File: src/rtl/addr_win_pkg.sv
package addr_win_pkg;
  typedef enum logic [1:0] {
    SEL_CTRL  = 2'd0,
    SEL_BASE  = 2'd1,
    SEL_SIZE  = 2'd2,
    SEL_REMAP = 2'd3
  } reg_sel_e;

  localparam int CTRL_EN_BIT  = 0;
  localparam int CTRL_TGT_LSB = 4;

  typedef enum logic [3:0] {
    TGT_DRAM     = 4'd0,
    TGT_INT_REG  = 4'd1,
    TGT_PCIE     = 4'd2,
    TGT_PCIE_LNK = 4'd3,
    TGT_BOOT_ROM = 4'd4,
    TGT_EXT_LNK  = 4'd5,
    TGT_SEC_RAM  = 4'd7,
    TGT_IC_REG   = 4'd8
  } tgt_e;
endpackage

File: src/rtl/adw_regs.sv
module adw_regs
  import addr_win_pkg::*;
#(
  parameter int NWIN  = 5,
  parameter int FLD_W = 16,
  parameter int TGT_W = 4,
  parameter logic [FLD_W-1:0] RST0_SIZE = 16'h07FF,
  localparam int WIN_W = $clog2(NWIN)
) (
  input  logic                        clk_i,
  input  logic                        rst_ni,
  input  logic                        wr_en_i,
  input  logic [WIN_W-1:0]            wr_win_i,
  input  logic [1:0]                  wr_sel_i,
  input  logic [FLD_W-1:0]            wr_data_i,
  input  logic [WIN_W-1:0]            rd_win_i,
  input  logic [1:0]                  rd_sel_i,
  output logic [FLD_W-1:0]            rd_data_o,
  output logic [NWIN-1:0]             en_o,
  output logic [NWIN-1:0][TGT_W-1:0]  tgt_o,
  output logic [NWIN-1:0][FLD_W-1:0]  base_o,
  output logic [NWIN-1:0][FLD_W-1:0]  size_o,
  output logic [NWIN-1:0][FLD_W-1:0]  remap_o
);
  reg_sel_e wsel, rsel;
  assign wsel = reg_sel_e'(wr_sel_i);
  assign rsel = reg_sel_e'(rd_sel_i);

  for (genvar w = 0; w < NWIN; w++) begin : g_win
    localparam bit IS0 = (w == 0);
    logic             en_q;
    logic [TGT_W-1:0] tgt_q;
    logic [FLD_W-1:0] base_q, size_q, remap_q;
    logic             sel_w;

    assign sel_w = wr_en_i && (32'(wr_win_i) == w);

    always_ff @(posedge clk_i or negedge rst_ni) begin
      if (!rst_ni) begin
        en_q    <= IS0;
        tgt_q   <= '0;
        base_q  <= '0;
        size_q  <= IS0 ? RST0_SIZE : '0;
        remap_q <= '0;
      end else if (sel_w) begin
        case (wsel)
          SEL_CTRL: begin
            en_q  <= wr_data_i[CTRL_EN_BIT];
            tgt_q <= wr_data_i[CTRL_TGT_LSB +: TGT_W];
          end
          SEL_BASE:  base_q  <= wr_data_i;
          SEL_SIZE:  size_q  <= wr_data_i;
          SEL_REMAP: remap_q <= wr_data_i;
          default: ;
        endcase
      end
    end

    assign en_o[w]    = en_q;
    assign tgt_o[w]   = tgt_q;
    assign base_o[w]  = base_q;
    assign size_o[w]  = size_q;
    assign remap_o[w] = remap_q;
  end

  always_comb begin
    rd_data_o = '0;
    for (int i = 0; i < NWIN; i++) begin
      if (32'(rd_win_i) == i) begin
        case (rsel)
          SEL_CTRL: begin
            rd_data_o[CTRL_EN_BIT] = en_o[i];
            rd_data_o[CTRL_TGT_LSB +: TGT_W] = tgt_o[i];
          end
          SEL_BASE:  rd_data_o = base_o[i];
          SEL_SIZE:  rd_data_o = size_o[i];
          SEL_REMAP: rd_data_o = remap_o[i];
          default: ;
        endcase
      end
    end
  end
endmodule

File: src/rtl/adw_match.sv
module adw_match #(
  parameter int FLD_W = 16
) (
  input  logic             en_i,
  input  logic [FLD_W-1:0] addr_hi_i,
  input  logic [FLD_W-1:0] base_i,
  input  logic [FLD_W-1:0] size_i,
  input  logic [FLD_W-1:0] remap_i,
  output logic             hit_o,
  output logic [FLD_W-1:0] xl_hi_o
);
  // size is a low-justified run of ones: bits under it are offset, the rest must equal base
  assign hit_o   = en_i && (((addr_hi_i ^ base_i) & ~size_i) == '0);
  assign xl_hi_o = (remap_i & ~size_i) | (addr_hi_i & size_i);
endmodule

File: src/rtl/adw_pick.sv
module adw_pick #(
  parameter int NWIN  = 5,
  parameter int FLD_W = 16,
  parameter int TGT_W = 4,
  localparam int WIN_W = $clog2(NWIN)
) (
  input  logic [NWIN-1:0]            match_i,
  input  logic [NWIN-1:0][FLD_W-1:0] xl_hi_i,
  input  logic [NWIN-1:0][TGT_W-1:0] tgt_i,
  output logic                       hit_o,
  output logic [WIN_W-1:0]           idx_o,
  output logic [TGT_W-1:0]           tgt_o,
  output logic [FLD_W-1:0]           xl_hi_o
);
  // scan high to low so the lowest index is written last and wins
  always_comb begin
    hit_o   = 1'b0;
    idx_o   = '0;
    tgt_o   = '0;
    xl_hi_o = '0;
    for (int i = NWIN - 1; i >= 0; i--) begin
      if (match_i[i]) begin
        hit_o   = 1'b1;
        idx_o   = WIN_W'(i);
        tgt_o   = tgt_i[i];
        xl_hi_o = xl_hi_i[i];
      end
    end
  end
endmodule

File: src/rtl/addr_win_dec.sv
module addr_win_dec
  import addr_win_pkg::*;
#(
  parameter int NWIN   = 5,
  parameter int ADDR_W = 32,
  parameter int OFS_W  = 16,
  parameter int TGT_W  = 4,
  localparam int FLD_W = ADDR_W - OFS_W,
  localparam int WIN_W = $clog2(NWIN),
  parameter logic [FLD_W-1:0] RST0_SIZE = 16'h07FF
) (
  input  logic              clk_i,
  input  logic              rst_ni,
  input  logic [ADDR_W-1:0] addr_i,
  input  logic              wr_en_i,
  input  logic [WIN_W-1:0]  wr_win_i,
  input  logic [1:0]        wr_sel_i,
  input  logic [FLD_W-1:0]  wr_data_i,
  input  logic [WIN_W-1:0]  rd_win_i,
  input  logic [1:0]        rd_sel_i,
  output logic [FLD_W-1:0]  rd_data_o,
  output logic              hit_o,
  output logic [WIN_W-1:0]  win_o,
  output logic [TGT_W-1:0]  tgt_o,
  output logic [ADDR_W-1:0] out_addr_o
);
  logic [NWIN-1:0]            win_en;
  logic [NWIN-1:0][TGT_W-1:0] win_tgt;
  logic [NWIN-1:0][FLD_W-1:0] win_base, win_size, win_remap, win_xl;
  logic [NWIN-1:0]            win_match;

  logic             pk_hit;
  logic [WIN_W-1:0] pk_idx;
  logic [TGT_W-1:0] pk_tgt;
  logic [FLD_W-1:0] pk_hi;

  adw_regs #(
    .NWIN(NWIN), .FLD_W(FLD_W), .TGT_W(TGT_W), .RST0_SIZE(RST0_SIZE)
  ) regs_i (
    .clk_i, .rst_ni,
    .wr_en_i, .wr_win_i, .wr_sel_i, .wr_data_i,
    .rd_win_i, .rd_sel_i, .rd_data_o,
    .en_o(win_en), .tgt_o(win_tgt), .base_o(win_base),
    .size_o(win_size), .remap_o(win_remap)
  );

  for (genvar w = 0; w < NWIN; w++) begin : g_cmp
    adw_match #(.FLD_W(FLD_W)) match_i (
      .en_i(win_en[w]),
      .addr_hi_i(addr_i[ADDR_W-1:OFS_W]),
      .base_i(win_base[w]),
      .size_i(win_size[w]),
      .remap_i(win_remap[w]),
      .hit_o(win_match[w]),
      .xl_hi_o(win_xl[w])
    );
  end

  adw_pick #(.NWIN(NWIN), .FLD_W(FLD_W), .TGT_W(TGT_W)) pick_i (
    .match_i(win_match), .xl_hi_i(win_xl), .tgt_i(win_tgt),
    .hit_o(pk_hit), .idx_o(pk_idx), .tgt_o(pk_tgt), .xl_hi_o(pk_hi)
  );

  always_ff @(posedge clk_i or negedge rst_ni) begin
    if (!rst_ni) begin
      hit_o      <= 1'b0;
      win_o      <= '0;
      tgt_o      <= '0;
      out_addr_o <= '0;
    end else begin
      hit_o      <= pk_hit;
      win_o      <= pk_idx;
      tgt_o      <= pk_tgt;
      out_addr_o <= pk_hit ? {pk_hi, addr_i[OFS_W-1:0]} : '0;
    end
  end
endmodule

File: config.mk
export PLATFORM = sky130hd
export DESIGN_NAME = addr_win_dec
export DESIGN_NICKNAME = d
export VERILOG_FILES = /design/src/rtl/addr_win_pkg.sv /design/src/rtl/adw_regs.sv /design/src/rtl/adw_match.sv /design/src/rtl/adw_pick.sv /design/src/rtl/addr_win_dec.sv
export SDC_FILE = /design/constraint.sdc
export NUM_CORES = 1
export LEC_CHECK = 0
export ABC_AREA = 1
export BUFFER_PORTS_ARGS = -buffer_cell sky130_fd_sc_hd__clkbuf_2
export CAP_MARGIN = 20
export CORE_UTILIZATION = 50
export DETAILED_ROUTE_END_ITERATION = 10
export PLACE_DENSITY = 0.68
export SYNTH_ARGS = -nofsm -noshare
export SYNTH_HDL_FRONTEND = slang
export SYNTH_SLANG_ARGS = --single-unit
File: constraint.sdc
create_clock -name clk_i -period 2.05 [get_ports clk_i]
set_input_delay 0.41 -clock clk_i [delete_from_list [all_inputs] [get_ports clk_i]]
set_output_delay 0.41 -clock clk_i [all_outputs]
set_load 0.01 [all_outputs]
; ---- Word level (Yosys, flattened, before mapping)
; Cells that the tools add are included.
[op_classes]
mux = 46
n_eq_ne = 14
bitwise_logic = 30
reduce_logical = 39
[op_table]
columns = operator, count
row1 = AND 16 bit, 15
row2 = 2-to-1 mux 16 bit, 10
row3 = one-hot mux 8 bit (3 select lines), 5
row4 = logical NOT 16 bit, 5
row5 = inverter 16 bit, 5
row6 = bitwise OR 16 bit, 5
row7 = one-hot mux 4 bit (4 select lines), 5
row8 = XOR 16 bit, 5
row9 = one-hot mux 3 bit (3 select lines), 5
row10 = AND reduction 2 bit, 20
row11 = 2-to-1 mux 32 bit, 1
row12 = 2-to-1 mux 4 bit, 5
row13 = one-hot mux 1 bit (4 select lines), 5
row14 = 2-to-1 mux 3 bit, 5
row15 = equality test 3 x 2 -> 1 bit (second input constant), 4
row16 = logical AND 1 bit, 10
row17 = equality test 2 bit (second input constant), 4
row18 = equality test 3 x 1 -> 1 bit (second input constant), 2
row19 = equality test 3 bit (second input constant), 2
row20 = logical NOT 3 bit, 2
row21 = 2-to-1 mux 1 bit, 5
row22 = equality test 2 x 1 -> 1 bit (second input constant), 2
row23 = logical NOT 2 bit, 2
[totals]
ff_bits = 305
inputBits = 61
out_inout_bits = 56
word_cells = 158

; ---- Logic depth before layout (Yosys ltp)
[logic_depth]
depth_word = 11
ltp_mapped = 16
mapped_depth_nobuf = 15

; ---- By module
; A second synthesis with hierarchy kept.
[hier_totals]
cells_unflattened = 2473
hier_area_um2 = 17068.9
[modules_own_cells]
columns = module, seq_area_each_um2, cells_per_inst, area_per_inst_um2, instances
row1 = adw_regs, 6646.4, 1496, 11876.4, 1
row2 = adw_match, 0.0, 124, 540.5, 5
row3 = addr_win_dec, 1001.0, 107, 1275.0, 1
row4 = adw_pick, 0.0, 250, 1214.9, 1

; ---- Least setup slack after synthesis
; OpenSTA, ideal clock, no wires.
[synth_path]
kind = input to output
startpoint = in rd_sel_i[0]
endpoint = out rd_data_o[12]
setup_slack_ns = 0.055
stages = 6
arrival_time_ns = 1.585
path_buffers = 2
required_ns = 1.640
cell_sequence = inv_2 -> nor2_1 -> buf_2 -> clkbuf_1 -> a21oi_1 -> o221ai_1
[synth_via]
elab_chain_cells = 11
elab_cells_between_ends = 13
classes_between = eq/ne: 3 / mux: 10
[synth_lines]
columns = element, line
row1 = start: declaration, addr_win_dec.sv:20  ; input logic [1:0] rd_sel_i,
row2 = equality test 2 bit / equality test 2 x 1 -> 1 bit (equally long branches), adw_regs.sv:70  ; case (rsel)
row3 = one-hot mux 8 bit (3 select lines), adw_regs.sv:70
row4 = 2-to-1 mux 16 bit, adw_regs.sv:69  ; if (32'(rd_win_i) == i) begin
row5 = one-hot mux 8 bit (3 select lines), adw_regs.sv:70
row6 = 2-to-1 mux 16 bit, adw_regs.sv:69
row7 = one-hot mux 8 bit (3 select lines), adw_regs.sv:70
row8 = 2-to-1 mux 16 bit, adw_regs.sv:69
row9 = one-hot mux 8 bit (3 select lines), adw_regs.sv:70
row10 = 2-to-1 mux 16 bit, adw_regs.sv:69
row11 = one-hot mux 8 bit (3 select lines), adw_regs.sv:70
row12 = 2-to-1 mux 16 bit (*), adw_regs.sv:69
row13 = end: declaration, addr_win_dec.sv:21  ; output logic [FLD_W-1:0] rd_data_o,
; Mark *: on every way between the ends. The rest lies on a longest branch, timed or not.

; ---- Worst setup path in the final report
[layout_path]
startpoint = reg regs_i.g_win[0].base_q[4]
endpoint = out rd_data_o[4]
[layout_via]
elab_chain_cells = 6
[layout_lines]
columns = element, line
row1 = start: declaration, adw_regs.sv:33  ; logic [FLD_W-1:0] base_q, size_q, remap_q;
row2 = start signal: assignment, adw_regs.sv:51  ; SEL_BASE: base_q <= wr_data_i;
row3 = one-hot mux 4 bit (4 select lines), adw_regs.sv:70
row4 = 2-to-1 mux 16 bit (5 in series), adw_regs.sv:69
; Every way passes these cells.

==> out/qor.txt <==
pre-CTS setup slack: -0.444 ns
Syn Nets: 2,254
Seq/Total Area, Yosys: 47.4%
WP data arrival: 1.89 ns
CTS Buf Count: 35
number of global-route vias before repair: 16,200
simple-gate share of the synthesized area: 25.2%
largest net degree at the start of global routing: 77
number of nets in the layout: 2,568
Die Wd: 182 microns
critical path endpoint category: primary output
endpoints failing setup: 41
hpwl dp: 44,100 microns
Multi-input gate area: 8250 sq um
Post-Synthesis Cell Area: 16,100 sq um
Ys Warns: 0
most frequent cell after synthesis: nand2_1
Total GRT Usage: 39.2%
Avg Synthesized Cell Area: 7.35 sq um
initial drt markers: 2,130
pwr dens: 866 nW/um^2
CTS sink cnt: 305
largest family of logic cells by synthesized area: simple AND/OR/NAND/NOR gates
Final Hold Viols: 0
clk_lat worst skew: 0.53 ns
post-route ant nets: 0
layout cells sized above 1: 27.7%
R2R depth: 14
die extent in y: 182 microns
CP max FO: 2
CTS tree: yes
status: finished, violations left
die area: 33,000 sq um
Compound-Gate Fraction of Synth Area: 19.4%
post-synthesis adder-cell area fraction: 0%
Final Skew: 0.0145 ns
Synth Area in XOR/XNOR: 0.652%
worst r2r src: regs_i.g_win[3].base_q[5]
f_max: 435 MHz
worst rel slew slack: 50.3%
worst vdd rail ir drop: 0.000503 V
Layout area overhead: 34.3%
CTS max path bufs: 3
top cells by count, synth: nand2_1 (685), o21ai_0 (351), dfrtp_1 (293)
via/cell ratio: 5.97
worst hold path type: in2reg
Hold Crit Depth: 3
hold path endpoint: out_addr_o[5]
Fillers: 2,610
I/O Pins: 117
Syn Inst Count: 2,193
vias post-DR: 17,500
Async SR Flop Fraction: 100%
drt wl/cell: 22.4 microns
CTS H-Tree Depth: 2
Worst Max-Slew Pin Slew: 0.744 ns
Residual DRC: 0
Worst Min Path Start: addr_i[5]
Netlist cell types: 40
R2R Path End: out_addr_o[31]
Max Slew Vio Count: 0
First-pass DRT Iterations: 6
clock root cell: clkbuf_16
post-synth top area cell: dfrtp_1
Final period util: 112%
Core Box Area: 31,600 sq um
Register Area: 7650 sq um
Pleak: 10.3 nW
multiplexer share of the synthesized area: 0%
fin crit period: 2.30 ns
Post-Route WL: 65,700 microns
CP Launch Type: flop
# diodes: 0
Initial Util: 51.0%
dominant cells by area after synthesis: dfrtp_1 (45%), nand2_1 (16%), o21ai_0 (11%)
Main synth FF type: dfrtp_1
row count: 65
total power: 18.7 mW
initial antenna violation count: 1
failing checks: negative setup slack
top-area cell type share of the netlist area: 45.5%
crit path kind: reg2out
first-pass GRT wire length: 96,600 microns
Final WS setup: -0.249 ns
flip-flop and latch count after synthesis: 305
max_cap viols: 0
RePlAce Congestion: 0.990
GRT overflow: 0
clk slew on worst S/H paths: 0.06 ns
RSZ-0062 raised after global routing: true
port bufs: 116
EDFF count, synth: 0
worst endpoint required time: 1.64 ns
R2R setup slack: -0.06 ns
-- state kept, by name (all words and copies together), names as in the netlist --
name / count
regs_i.g_win.base_q: 80
regs_i.g_win.remap_q: 80
regs_i.g_win.size_q: 80
out_addr_o: 32
regs_i.g_win.tgt_q: 20
regs_i.g_win.en_q: 5
tgt_o: 4
win_o: 3
hit_o: 1
-- layer usage --
metal	wire (microns)	global-route usage, %	up-vias	share of wire [%]
li1	-	-	7840	-
met1	25900	54.7	8216	39
met5	0	0	-	0
met4	3800	20.5	0	5.8
met2	27800	57.2	1210	42
met3	8220	8.56	253	13
-- metrics by stage --
stage / utilization [%] / setup TNS, ns / instances / hold slack [ns] / area, sq um
floorplan: - / 0 / 2193 / 0.114 / 16100
global placement: 59.5 / -11.73 / 2811 / 0.304 / 18800
detailed placement: 59.5 / -13.15 / 2811 / 0.310 / 18800
CTS: 65.1 / -2.66 / 2913 / 0.0693 / 20600
global route: 68.4 / -6.95 / 2934 / 0.0963 / 21600
finish: 68.4 / -3.45 / 2934 / 0.0835 / 21600
-- cell families (layout without fill, tap and decap cells) --
| group | count (synthesis) | count (layout) |
|---|---|---|
| XOR/XNOR | 12 | 12 |
| AND/OR/NAND/NOR | 993 | 993 |
| AO/OA/AOI/OAI | 581 | 581 |
| flip-flops | 305 | 305 |
| buffers and inverters | 302 | 641 |
-- final cells by class --
class	count	area share [%]
clock buffer	49	4.62
clock inverter	13	0.434
inverter	184	3.35
multi-input combinational	1586	38.1
sequential	305	35.3
tap	402	2.32
timing repair buffer	395	15.8
-- worst max-delay path by stage --
stage | cells after the start | slack [ns] | start | endpoint
floorplan | 6 | 0.06 | rd_sel_i[0] | rd_data_o[12]
global placement | 10 | -0.42 | rd_sel_i[0] | rd_data_o[0]
detailed placement | 10 | -0.44 | rd_sel_i[0] | rd_data_o[0]
CTS | 8 | -0.22 | regs_i.g_win[0].remap_q[6] | rd_data_o[6]
global route | 8 | -0.37 | regs_i.g_win[0].size_q[6] | rd_data_o[6]
finish | 6 | -0.25 | regs_i.g_win[0].base_q[4] | rd_data_o[4]
-- power by group --
part	internal [mW]	total (mW)	switching, mW
registers	7.03	7.99	0.954
clock network	3.54	6.11	2.57
logic	1.90	4.66	2.75
-- worst max-delay path: stages (launching register included) --
cell and delay (ns):
dfrtp_1 0.39, buf_4 0.14, nand2_1 0.06, nand4_1 0.10, a22oi_2 0.33, o211ai_1 0.17, buf_2 0.17
-- what timing repair did --
item	in CTS	in global routing
gates resized for setup	87	229
pin swaps	35	82
endpoints found under the hold margin	27	0
hold buffers	1	0
cloned	3	2
setup endpoints to repair	32	54
setup buffers	40	26
-- placed cells by master, fill, tap and decap left out, types with 20 or more instances in the layout --
master	n
buf_4	205
nor2_4	21
clkbuf_16	39
a21oi_1	125
nand2_1	646
inv_2	20
buf_6	28
buf_12	37
o21ai_0	328
nand2_2	34
nor2_1	106
inv_1	153
nor2_2	27
dfrtp_1	291
nand3_2	45
o21ai_1	24
nand3_1	68
clkbuf_2	99
a21oi_2	28
(Power assumes the default switching activity.)
